==> src/rtl/sr_guard_pkg.sv <==
package sr_guard_pkg;
  localparam logic [7:0] OP_SET_WEL = 8'h06;
  localparam logic [7:0] OP_CLR_WEL = 8'h04;
  localparam logic [7:0] OP_LOAD_SR = 8'h01;
  // stored (nonvolatile) bits of the status byte: enable bit 7, block field 3:2
  localparam logic [7:0] NV_MASK    = 8'h8C;
  localparam int unsigned POS_PEN   = 7;
  localparam int unsigned POS_BPH   = 3;
  localparam int unsigned POS_BPL   = 2;

  typedef enum logic [1:0] {
    EV_NONE    = 2'd0,
    EV_SET_WEL = 2'd1,
    EV_CLR_WEL = 2'd2,
    EV_LOAD_SR = 2'd3
  } frame_ev_e;
endpackage

==> src/rtl/sr_wp_sync.sv <==
module sr_wp_sync #(
  parameter int STAGES = 2
) (
  input  logic clk,
  input  logic rst,
  input  logic din,
  output logic dout
);
  logic [STAGES-1:0] chain_q;

  generate
    for (genvar i = 0; i < STAGES; i++) begin : g_stage
      if (i == 0) begin : g_first
        always_ff @(posedge clk) begin
          if (rst) chain_q[0] <= 1'b0;
          else     chain_q[0] <= din;
        end
      end else begin : g_next
        always_ff @(posedge clk) begin
          if (rst) chain_q[i] <= 1'b0;
          else     chain_q[i] <= chain_q[i-1];
        end
      end
    end
  endgenerate

  assign dout = chain_q[STAGES-1];
endmodule

==> src/rtl/sr_frame_decode.sv <==
module sr_frame_decode
  import sr_guard_pkg::*;
#(
  parameter int BW = 10
) (
  input  logic          cs_rise,
  input  logic [7:0]    frame_op,
  input  logic [BW-1:0] frame_bits,
  output frame_ev_e     ev
);
  localparam logic [BW-1:0] LEN_CMD = BW'(8);
  localparam logic [BW-1:0] LEN_SR  = BW'(16);

  always_comb begin
    ev = EV_NONE;
    if (cs_rise) begin
      if (frame_op == OP_SET_WEL && frame_bits == LEN_CMD)      ev = EV_SET_WEL;
      else if (frame_op == OP_CLR_WEL && frame_bits == LEN_CMD) ev = EV_CLR_WEL;
      else if (frame_op == OP_LOAD_SR && frame_bits == LEN_SR)  ev = EV_LOAD_SR;
    end
  end
endmodule

==> src/rtl/sr_prot_lookup.sv <==
module sr_prot_lookup #(
  parameter int AW = 10
) (
  input  logic [AW-1:0] addr,
  input  logic [1:0]    bp,
  input  logic          wel,
  output logic          prot
);
  localparam logic [AW-1:0] QTR_BASE  = {2'b11, {(AW-2){1'b0}}};
  localparam logic [AW-1:0] HALF_BASE = {1'b1,  {(AW-1){1'b0}}};

  always_comb begin
    unique case (bp)
      2'b00:   prot = 1'b0;
      2'b01:   prot = (addr >= QTR_BASE);
      2'b10:   prot = (addr >= HALF_BASE);
      default: prot = 1'b1;
    endcase
    if (!wel) prot = 1'b1;
  end
endmodule

==> src/rtl/sr_status_guard.sv <==
module sr_status_guard
  import sr_guard_pkg::*;
#(
  parameter int AW   = 10,
  parameter int BW   = 10,
  parameter int SYNC = 2
) (
  input  logic          clk,
  input  logic          rst,
  input  logic          cs_rise,
  input  logic [7:0]    frame_op,
  input  logic [BW-1:0] frame_bits,
  input  logic [7:0]    frame_data,
  input  logic          cycle_done,
  input  logic          wip_in,
  input  logic          wprot_n,
  input  logic [AW-1:0] qry_addr,
  output logic [7:0]    status_byte,
  output logic          arr_prot,
  output logic          sr_wr_ok
);
  frame_ev_e  ev;
  logic       wp_s;
  logic       wel_q, wel_d;
  logic       wip_q;
  logic [7:0] nv_q, nv_d;
  logic       ok_now;
  logic       prot_d;
  logic       arr_prot_q;

  sr_frame_decode #(.BW(BW)) u_dec (
    .cs_rise   (cs_rise),
    .frame_op  (frame_op),
    .frame_bits(frame_bits),
    .ev        (ev)
  );

  sr_wp_sync #(.STAGES(SYNC)) u_sync (
    .clk (clk),
    .rst (rst),
    .din (wprot_n),
    .dout(wp_s)
  );

  assign ok_now = wel_q & (~nv_q[POS_PEN] | wp_s);

  always_comb begin
    wel_d = wel_q;
    if (ev == EV_SET_WEL)      wel_d = 1'b1;
    else if (ev == EV_CLR_WEL) wel_d = 1'b0;
    else if (cycle_done)       wel_d = 1'b0;
  end

  always_comb begin
    nv_d = nv_q;
    if (ev == EV_LOAD_SR && ok_now) nv_d = frame_data & NV_MASK;
  end

  sr_prot_lookup #(.AW(AW)) u_lookup (
    .addr(qry_addr),
    .bp  (nv_d[POS_BPH:POS_BPL]),
    .wel (wel_d),
    .prot(prot_d)
  );

  always_ff @(posedge clk) begin
    if (rst) begin
      wel_q      <= 1'b0;
      wip_q      <= 1'b0;
      nv_q       <= 8'h00;
      arr_prot_q <= 1'b1;
    end else begin
      wel_q      <= wel_d;
      wip_q      <= wip_in;
      nv_q       <= nv_d;
      arr_prot_q <= prot_d;
    end
  end

  assign status_byte = nv_q | {6'b0, wel_q, wip_q};
  assign arr_prot    = arr_prot_q;
  assign sr_wr_ok    = ok_now;

  AST_WEL_SET_SRC: assert property (@(posedge clk) disable iff (rst)
    $rose(wel_q) |-> $past(ev == EV_SET_WEL));
  AST_WEL_CLR_SRC: assert property (@(posedge clk) disable iff (rst)
    $fell(wel_q) |-> $past((ev == EV_CLR_WEL) || cycle_done) && !$past(ev == EV_SET_WEL));
  AST_SR_LOCKED: assert property (@(posedge clk) disable iff (rst)
    !$stable(nv_q) |-> $past(ev == EV_LOAD_SR && ok_now));
  AST_NOWEL_PROT: assert property (@(posedge clk) disable iff (rst)
    !wel_q |-> arr_prot && !sr_wr_ok);
  AST_ALL_PROT: assert property (@(posedge clk) disable iff (rst)
    (status_byte[3:2] == 2'b11) |-> arr_prot);
  AST_WIP_MIRROR: assert property (@(posedge clk) disable iff (rst)
    !$past(rst) |-> status_byte[0] == $past(wip_in));
endmodule

==> config.mk <==
export PLATFORM = sky130hd
export DESIGN_NAME = sr_status_guard
export DESIGN_NICKNAME = d
export VERILOG_FILES = /design/src/rtl/sr_guard_pkg.sv /design/src/rtl/sr_wp_sync.sv /design/src/rtl/sr_frame_decode.sv /design/src/rtl/sr_prot_lookup.sv /design/src/rtl/sr_status_guard.sv
export SDC_FILE = /design/constraint.sdc
export NUM_CORES = 1
export LEC_CHECK = 0
export ABC_AREA = 1
export BUFFER_PORTS_ARGS = -buffer_cell sky130_fd_sc_hd__buf_4
export CAP_MARGIN = 0
export CELL_PAD_IN_SITES_DETAIL_PLACEMENT = 2
export CELL_PAD_IN_SITES_GLOBAL_PLACEMENT = 2
export CORE_MARGIN = 2
export CORE_UTILIZATION = 16
export CTS_CLUSTER_DIAMETER = 150
export DETAILED_ROUTE_END_ITERATION = 7
export PLACE_DENSITY = 0.81
export SETUP_SLACK_MARGIN = 0.05
export SLEW_MARGIN = 20
export SYNTH_ARGS = -nofsm -noshare
export SYNTH_HDL_FRONTEND = slang
export SYNTH_SLANG_ARGS = --single-unit
==> constraint.sdc <==
create_clock -name clk -period 2.9 [get_ports clk]
set_input_delay 0.29 -clock clk [delete_from_list [all_inputs] [get_ports clk]]
set_output_delay 0.29 -clock clk [all_outputs]
set_load 0.005 [all_outputs]
==> impl_metrics.py, run 1 <==
metrics = {
    "clocking": {
        "clock_sink_count": 8,
        "cts_max_level": 1,
        "cts_tree": "yes",
        "cts.clk_slew.worst_paths_ps": 60,
        "cts_max_path_buffers": 2,
        "insertion_delay_ps": 270,
        "total_clock_buffers_created_by_cts": 3,
        "cts_root_buf": "clkbuf_4",
        "cts_hold_buffers": 0,
        "postCtsSetupBuffers": 0,
        "postCtsResizedCells": 0,
    },
    "grt": {
        "gr-usage-met3_pct": 3.36,
        "met1_usage_pct": 10.1,
        "initial_antenna_violation_count": 0,
        "gr-total-overflow": 0,
        "grt_pass1_vias": 658,
        "busiest_layer": "met2",
        "grt_util_met2_pct": 17.3,
        "grt_start_max_net_pins": 8,
        "grt_use_total_pct": 9.46,
        "grt_first_pass_wirelength_mm": 2.60,
    },
    "timing": {
        "hold_viol_final": 0,
        "setup_tns_ps": 0,
        "fin_skew_ps": 9.48,
        "hold-worst-slack_ps": 232,
        "finalSetupViolCount": 0,
        "maxSlewViolCount": 0,
        "fmaxAchievable_ghz": 0.802,
        "period_minus_slack_ps": 1250,
        "finalCritPeriodShare_pct": 43.0,
        "grt_setup_unrepaired": "false",
    },
    "worst_setup_path": {
        "critical_path.reg2reg.startpoint": "wel_q",
        "worstRegToRegCells": 9,
        "cp-startpoint": "wel_q",
        "rrSetupSlack_ps": 1650,
        "critical_path.reg2reg.endpoint": "arr_prot",
        "worstPathArrival_ps": 1410,
        "cp-start-kind": "flip-flop",
        "cp_cell_sequence": "inv_1 -> a21oi_4 -> nand2_2 -> nor2_4 -> nand2_2 -> nand2_1 -> nand2_1 -> nand2_1 -> nand3_2",
        "critical_path_fanout_max": 4,
        "cp_common_cell": "nand2_1",
        "worst_path_largest_cell_delay_ps": 330,
        "worst-setup-path-type": "reg -> reg",
        "critPathSlowestCell": "dfxtp_1",
        "worst_ep_required_time_ps": 3060,
        "crit_path_end_kind": "flip-flop",
        "worstSetupEndpoint": "arr_prot",
    },
    "finish": {
        "final_area_sq_um": 832,
        "drive_above_1_share_pct": 48.2,
        "final_core_utilization_pct": 27.0,
        "num-nets-final": 156,
        "layout.cells.most_common_list": "buf_4, nor2_1, nand2_1",
        "mostFrequentLayoutCell": "buf_4",
        "synthesis_to_finish_area_growth_pct": 59.5,
        "number_of_fill_cells": 393,
        "num_antenna_cells": 0,
    },
    "place": {
        "port_buffer_count": 35,
        "hpwlAfterDp_mm": 1.41,
        "instance_area_after_placement_sq_um": 810,
        "gpl.final_weighted_congestion": 0.731,
    },
    "pwr": {
        "static-leakage-power_uw": 0.000388,
        "p_per_area_mw_per_mm2": 303,
        "power_uw": 252,
        "ir_drop_worst_vdd_mv": 0.0859,
    },
    "floorplanning": {
        "core.rowCount": 20,
        "fp.dieH_um": 61.1,
        "die_width_um": 61.1,
        "die-area_sq_mm": 0.00373,
        "placeableCoreArea_sq_mm": 0.00308,
        "boundaryPins": 52,
        "initial_core_util_pct": 17.0,
    },
    "synthesis": {
        "ys_warn_count": 0,
        "synth.largest_area_cell": "dfxtp_1",
        "synth_area_sq_um": 522,
        "synth_top_cell_area_share_pct": 30.7,
        "synthDistinctLibCells": 16,
        "syn_area_per_cell_sq_um": 6.78,
        "synth.ff_latch_count": 8,
        "synth.area.top_cells": "dfxtp_1, nor2_1, nand2_1, nand3_2, buf_4",
        "synthCells": 77,
        "seq_area_frac_synth_pct": 30.7,
    },
    "drt": {
        "final_antenna_net_count": 0,
        "drt_drc_violations_left": 0,
        "wl_mm": 1.60,
        "routed_wire_length_per_instance_um": 10.3,
        "routed_via_density": 3.84,
        "vias": 599,
        "initialDrtViolationCount": 3,
        "drt_pass_1_iters": 3,
    },
    "run": {
        "drv_cap": 0,
    },
    "status": {
        "status": "complete, no violations",
    },
    "hold_path": {
        "worstHoldPathType": "in -> reg",
    },
}
synth_stat cells, drive strengths merged:
cell	instances
conb	1
a21oi	5
buf	5
inv	11
nand2	15
nand3	9
nor3	1
dfxtp	8
nor2	22
registers in the layout (all words and copies together), names as in the netlist:
signal / flops
u_sync.dout: 1
u_sync.chain_q: 1
wel_q: 1
arr_prot: 1
nv_q: 3
wip_q: 1
worst min-delay path by stage:
stage	from	endpoint	slack, ps	depth (start not counted)
6_report	wip_in	wip_q	230	3
5_1_grt	wprot_n	u_sync.chain_q[0]	250	3
4_1_cts	wip_in	wip_q	230	3
3_5_place_dp	u_sync.chain_q[0]	u_sync.dout	410	2
3_3_place_gp	u_sync.chain_q[0]	u_sync.dout	390	2
2_1_floorplan	rst	nv_q[2]	360	1
layout make-up:
cell class / instances / area (sq um) / share of cell area (%)
inverter: 11 / 41.3 / 4.96
sequential: 8 / 160 / 19.2
clock buffer: 3 / 22.5 / 2.71
multi-input combinational: 55 / 290 / 34.9
timing repair buffer: 35 / 263 / 31.6
tap: 44 / 55.1 / 6.62
worst max-delay path: cells and delay by family (launching register included):
kind / cells / cell delay, ps
AOI/OAI and AO/OA: 1 / 130
and+or+nand+nor: 7 / 590
DFF: 1 / 330
buffers and inverters: 1 / 80
cell families (layout without fill, tap and decap cells):
kind of cell | count (synthesis) | after routing | share of synthesized area, %
DFF | 8 | 8 | 30.7
buffers and inverters | 16 | 49 | 15.1
AOI/OAI and AO/OA | 5 | 5 | 7.67
other | 1 | 3 | 0.719
and+or+nand+nor | 47 | 47 | 45.8
power breakdown:
part	leakage (uW)	switching, uW	internal [uW]
clock network	0.0000138	42.8	47.7
logic	0.000309	19.1	29.6
registers	0.0000652	0.559	112
total	0.000388	62.4	189
stage by stage:
step | setup slack (ps) | cells
floorplan | 1780 | 79
global placement | 1590 | 153
detailed placement | 1520 | 153
CTS | 1640 | 156
global route | 1540 | 156
finish | 1650 | 156
layer usage:
layer / vias to the layer above / part of all wire (%) / wire length (um)
met2: 17 / 57 / 919
met3: 3 / 5.5 / 88
li1: 296 / - / -
met5: - / 0 / 0
met4: 0 / 0.75 / 12
met1: 283 / 36 / 582
No activity file was read; power rests on OpenSTA's default activity.
==> run 2: changes to the inputs <==
CORE_UTILIZATION = 13   (was 16)
PLACE_DENSITY = 0.71   (was 0.81)
clock period = 1.05 ns   (was 2.9 ns; I/O delays follow)
==> run 2 against run 1 <==
Effect of this change:
- the flow now finishes with violations (negative setup slack)
- power rose to 3.3 times the previous value
- utilization is 2.5 points lower
- sequential share of layout area decreased by 2.4 points
- critical path depth shrank 3
- critical path type is now reg -> out
- critical endpoint is now sr_wr_ok
==> impl_metrics.py, run 2 (same netlist as run 1, synthesis figures left out) <==
metrics = {
    "finish": {
        "num-nets-final": 168,
        "synthesis_to_finish_area_growth_pct": 85.1,
        "mostFrequentLayoutCell": "buf_4",
        "layout.cells.most_common_list": "buf_4, nor2_1, nand2_1",
        "instances_no_fill": 174,
        "max_flop_register": "nv_q",
        "drive_above_1_share_pct": 57.3,
        "number_of_fill_cells": 475,
        "largest_reg_flops": 3,
        "num_antenna_cells": 0,
        "final_area_sq_um": 966,
    },
    "grt": {
        "grt_start_max_net_pins": 8,
        "grt_pass1_vias": 661,
        "grt_use_total_pct": 8.13,
        "gr-total-overflow": 0,
        "initial_antenna_violation_count": 0,
        "grt_first_pass_wirelength_mm": 2.69,
    },
    "drt": {
        "routed_via_density": 3.62,
        "wl_mm": 1.76,
        "routed_wire_length_per_instance_um": 10.1,
        "drt_pass_1_iters": 2,
        "final_antenna_net_count": 0,
        "initialDrtViolationCount": 6,
        "drt_drc_violations_left": 0,
        "vias": 630,
    },
    "place": {
        "numPlacedInstances": 168,
        "instance_area_after_placement_sq_um": 886,
        "dp_slack_ps": -136,
        "port_buffer_count": 35,
        "hpwlAfterDp_mm": 1.51,
        "gpl.final_weighted_congestion": 0.699,
    },
    "worst_setup_path": {
        "worst-setup-path-type": "reg -> out",
        "critical_path.reg2reg.endpoint": "arr_prot",
        "cp-start-kind": "flip-flop",
        "worst_path_largest_cell_delay_ps": 310,
        "rrSetupSlack_ps": -110,
        "critical_path_buf_inv_count": 5,
        "critical_path_fanout_max": 2,
        "critical_path.reg2reg.startpoint": "wel_q",
        "worstPathArrival_ps": 1090,
        "crit_path_end_kind": "output port",
        "critPathSlowestCell": "dfxtp_2",
        "critical-path-top-delay-family": "buffers and inverters",
        "worstRegToRegCells": 9,
        "cp_common_cell": "buf_6",
        "cp-startpoint": "wel_q",
        "worst_ep_required_time_ps": 940,
        "cp_cell_sequence": "inv_2 -> a21oi_4 -> buf_4 -> buf_6 -> buf_6 -> buf_6",
    },
    "run": {
        "drv_cap": 0,
    },
    "clocking": {
        "clock_sink_count": 8,
        "cts_max_level": 1,
        "cts_hold_buffers": 0,
        "total_clock_buffers_created_by_cts": 3,
        "cts_tree": "yes",
        "insertion_delay_ps": 230,
        "cts_root_buf": "clkbuf_8",
        "cts_max_path_buffers": 2,
        "cts.clk_slew.worst_paths_ps": 40,
    },
    "pwr": {
        "ir_drop_worst_vdd_mv": 0.377,
        "p_per_area_mw_per_mm2": 857,
        "static-leakage-power_uw": 0.000460,
        "power_uw": 828,
    },
    "floorplanning": {
        "die-area_sq_mm": 0.00454,
        "die_width_um": 67.4,
        "fp.dieH_um": 67.4,
        "boundaryPins": 52,
        "placeableCoreArea_sq_mm": 0.00394,
        "core.rowCount": 23,
        "initial_core_util_pct": 13.2,
    },
    "timing": {
        "final_worst_slack_ps": -148,
        "setup_tns_ps": -382,
        "grt_setup_unrepaired": "true",
        "hold_viol_final": 0,
        "fin_skew_ps": 3.67,
        "finalCritPeriodShare_pct": 114,
        "period_minus_slack_ps": 1200,
        "maxSlewViolCount": 0,
        "fmaxAchievable_ghz": 0.834,
        "finalSetupViolCount": 5,
    },
    "hold_path": {
        "worst_hold_startpoint": "wip_in",
        "whs_path_depth": 3,
        "worstHoldPathType": "in -> reg",
        "worstHoldEndpoint": "wip_q",
    },
    "status": {
        "status": "finished with violations",
        "violations": "negative setup slack",
    },
}
-- run 2: cell types whose count changed in the layout (fill, tap and decap cells not counted), sizes merged --
cell | previous run | this run
buf | 35 | 47
-- run 2: worst max-delay path by stage --
stage	to	slack [ps]	depth (start not counted)
finish	sr_wr_ok	-150	6
global route	arr_prot	-210	9
CTS	arr_prot	-120	9
detailed placement	arr_prot	-140	9
global placement	arr_prot	-110	9
floorplan	arr_prot	-60	9
-- run 2: repair_timing --
action | 4_1_cts | 5_1_grt
gates resized for setup | 3 | 3
setup endpoints to repair | 5 | 5
hold endpoints to repair | 0 | 0
buffers inserted | 1 | 2
pin swaps | 1 | 1
-- run 2: cell type report --
cell class	instances	area, sq um	share of cell area (%)
Timing Repair Buffer	47	364	37.7
Multi-Input combinational cell	55	294	30.4
Sequential cell	8	163	16.8
Tap cell	50	62.6	6.48
Clock buffer	3	41.3	4.27
Inverter	11	41.3	4.27
-- run 2: metal layers --
metal  vias to the layer above  global-route usage, %  wire [um]
met5                         -                      0          0
met4                         0                   2.30          8
met3                         2                   4.17        158
met2                        19                   15.2        977
met1                       289                   7.70        617
li1                        320                      -          -
-- run 2: metrics by stage --
stage	hold slack [ps]	util (%)
after floorplan	174	-
after global placement	310	22.5
after detailed placement	322	22.5
after CTS	82.4	23.9
after global routing	97.7	24.5
final	85.1	24.5
-- run 2: worst min-delay path, stage by stage --
cell    delay [ps]
buf_4           70
inv_1           30
nor2_1          70
-- run 2: report_power, final --
group	switching, uW	total (uW)	internal [uW]	leakage, uW
sequential	1.49	312	311	0.0000662
clock	129	378	249	0.0000216
combinational	53.2	137	84.1	0.000372
==> run 3: changes to the inputs <==
==> constraint.sdc (replaced) <==
create_clock -name clk -period 1.05 [get_ports clk]
set_input_delay 0.1575 -clock clk [delete_from_list [all_inputs] [get_ports clk]]
set_output_delay 0.1575 -clock clk [all_outputs]
set_load 0.005 [all_outputs]
==> run 3 against run 2 <==
Effect of this change:
- the run still ends with negative setup slack left
- fmax rose by 0.94%
- flip-flop and latch count is the same
- global-route usage barely moved
- register-to-register slack worse by 30 ps
- final cell count unchanged
- clock power down 2%
- non-clock buffer count unchanged
- wire length up 3.6%
- combinational power is 5% higher
- critical path depth rose by 3
- clock skew up 0.84 ps
- first-iteration DRC count grew to 2.5 times the previous value
==> impl_metrics.py, run 3 (same netlist as run 1, synthesis figures left out) <==
metrics = {
    "status": {
        "status": "finished with violations",
        "violations": "negative setup slack",
    },
    "grt": {
        "grt_start_max_net_pins": 8,
        "grt_use_total_pct": 8.16,
        "grt_pass1_vias": 711,
        "initial_antenna_violation_count": 0,
        "gr-total-overflow": 0,
        "grt_first_pass_wirelength_mm": 2.81,
    },
    "finish": {
        "layout.cells.most_common_list": "buf_4, nor2_1, nand2_1",
        "final_core_utilization_pct": 25.5,
        "largest_reg_flops": 3,
        "instances_no_fill": 174,
        "synthesis_to_finish_area_growth_pct": 92.8,
        "num_antenna_cells": 0,
        "max_flop_register": "nv_q",
        "mostFrequentLayoutCell": "buf_4",
        "num-nets-final": 168,
        "drive_above_1_share_pct": 60.5,
    },
    "drt": {
        "final_antenna_net_count": 0,
        "top_signal_layer_used": "met3",
        "wl_met1_um": 665,
        "met3_wirelength_um": 174,
        "drt_pass_1_iters": 2,
        "vias": 637,
        "routed_via_density": 3.66,
        "routed_wire_length_per_instance_um": 10.5,
        "wl_mm": 1.83,
        "met2_wirelength_um": 986,
        "initialDrtViolationCount": 15,
        "drt_drc_violations_left": 0,
    },
    "timing": {
        "fin_skew_ps": 4.51,
        "fmaxAchievable_ghz": 0.842,
        "maxSlewViolCount": 0,
        "finalSetupViolCount": 5,
        "grt_setup_unrepaired": "true",
        "hold_viol_final": 0,
        "final_worst_slack_ps": -137,
        "finalCritPeriodShare_pct": 113,
        "period_minus_slack_ps": 1190,
    },
    "pwr": {
        "ir_drop_worst_vdd_mv": 0.493,
        "p_seq_share_pct": 37.7,
        "switching_share_pct": 21.9,
        "power.net_switching_uw": 181,
        "intPower_uw": 646,
        "static-leakage-power_uw": 0.000482,
        "combinational_group_share_of_total_power_pct": 17.4,
        "p_per_area_mw_per_mm2": 822,
        "power_uw": 827,
        "power.clock.fraction_pct": 44.8,
    },
    "worst_setup_path": {
        "cp-start-kind": "flip-flop",
        "worst-setup-path-type": "reg -> reg",
        "worstRegToRegCells": 9,
        "critical_path_fanout_max": 3,
        "worstPathArrival_ps": 1300,
        "crit_path_end_kind": "flip-flop",
        "worst_ep_required_time_ps": 1170,
    },
    "floorplanning": {
        "fp.dieH_um": 67.4,
        "initial_core_util_pct": 13.2,
        "boundaryPins": 52,
        "die-area_sq_mm": 0.00454,
        "core.rowCount": 23,
        "placeableCoreArea_sq_mm": 0.00394,
        "die_width_um": 67.4,
    },
    "clocking": {
        "cts_max_path_buffers": 2,
        "clock_sink_count": 8,
        "cts_hold_buffers": 0,
        "cts_root_buf": "clkbuf_8",
        "cts_max_level": 1,
        "cts.clk_slew.worst_paths_ps": 40,
        "cts_tree": "yes",
        "insertion_delay_ps": 230,
        "total_clock_buffers_created_by_cts": 3,
    },
    "place": {
        "port_buffer_count": 35,
        "gpl.final_weighted_congestion": 0.700,
        "hpwlAfterDp_mm": 1.51,
        "numPlacedInstances": 169,
    },
    "hold_path": {
        "whs_path_depth": 3,
        "worstHoldPathType": "in -> reg",
    },
    "run": {
        "drv_cap": 0,
    },
}
==> run 3: worst max-delay path: stages (launching register included) <==
cell and delay (ps):
dfxtp_2 330, inv_2 50, a21oi_4 120, nand2_2 70
nor2_4 140, nand2_4 80, nand2_4 90, nand3_2 60
nand2_1 80, nand3_2 50
==> run 3: through the flow <==
| stage | area (sq um) | hold slack, ps | setup WS, ps | setup TNS, ps |
|---|---|---|---|---|
| final | 1010 | 140 | -137 | -553 |
| after global routing | 1010 | 152 | -225 | -903 |
| after CTS | 971 | 137 | -149 | -589 |
| after detailed placement | 893 | 373 | -197 | -583 |
| after global placement | 893 | 362 | -145 | -366 |
| after floorplan | 531 | 227 | -57.2 | -57.2 |
==> run 3: what timing repair did <==
| item | CTS | global route |
|---|---|---|
| setup buffers | 3 | 1 |
| endpoints found under the setup margin | 5 | 7 |
| gates resized for setup | 5 | 11 |
| endpoints found under the hold margin | 0 | 0 |
| pin swaps | 3 | 8 |
==> run 3: final cells by class <==
type                            count  area (sq um)
Multi-Input combinational cell     55           330
Inverter                           11          41.3
Tap cell                           50          62.6
Sequential cell                     8           163
Timing Repair Buffer               47           368
Fill cell                         461          2940
Clock buffer                        3          41.3
==> run 3: worst paths after layout <==
check	from	to	slack, ps
min reg2reg	u_sync.chain_q[0]	u_sync.dout	400
min	wip_in	wip_q	140
max	wel_q	arr_prot	-140
max reg2reg	wel_q	arr_prot	-140
==> run 3: power groups by stage <==
stage	Combinational [uW]	Clock, uW	Sequential [uW]
detailed placement	143	0	317
CTS	144	385	312
finish	144	371	312
global placement	138	0	317
floorplan	46.7	0	317
global route	160	407	312
==> run 3: per-layer routing <==
layer  vias up  global-route usage (%)
met5         -                       0
met4         0                   0.765
met3         0                    4.83
met2        21                    16.0
met1       294                    7.40
li1        322                       -
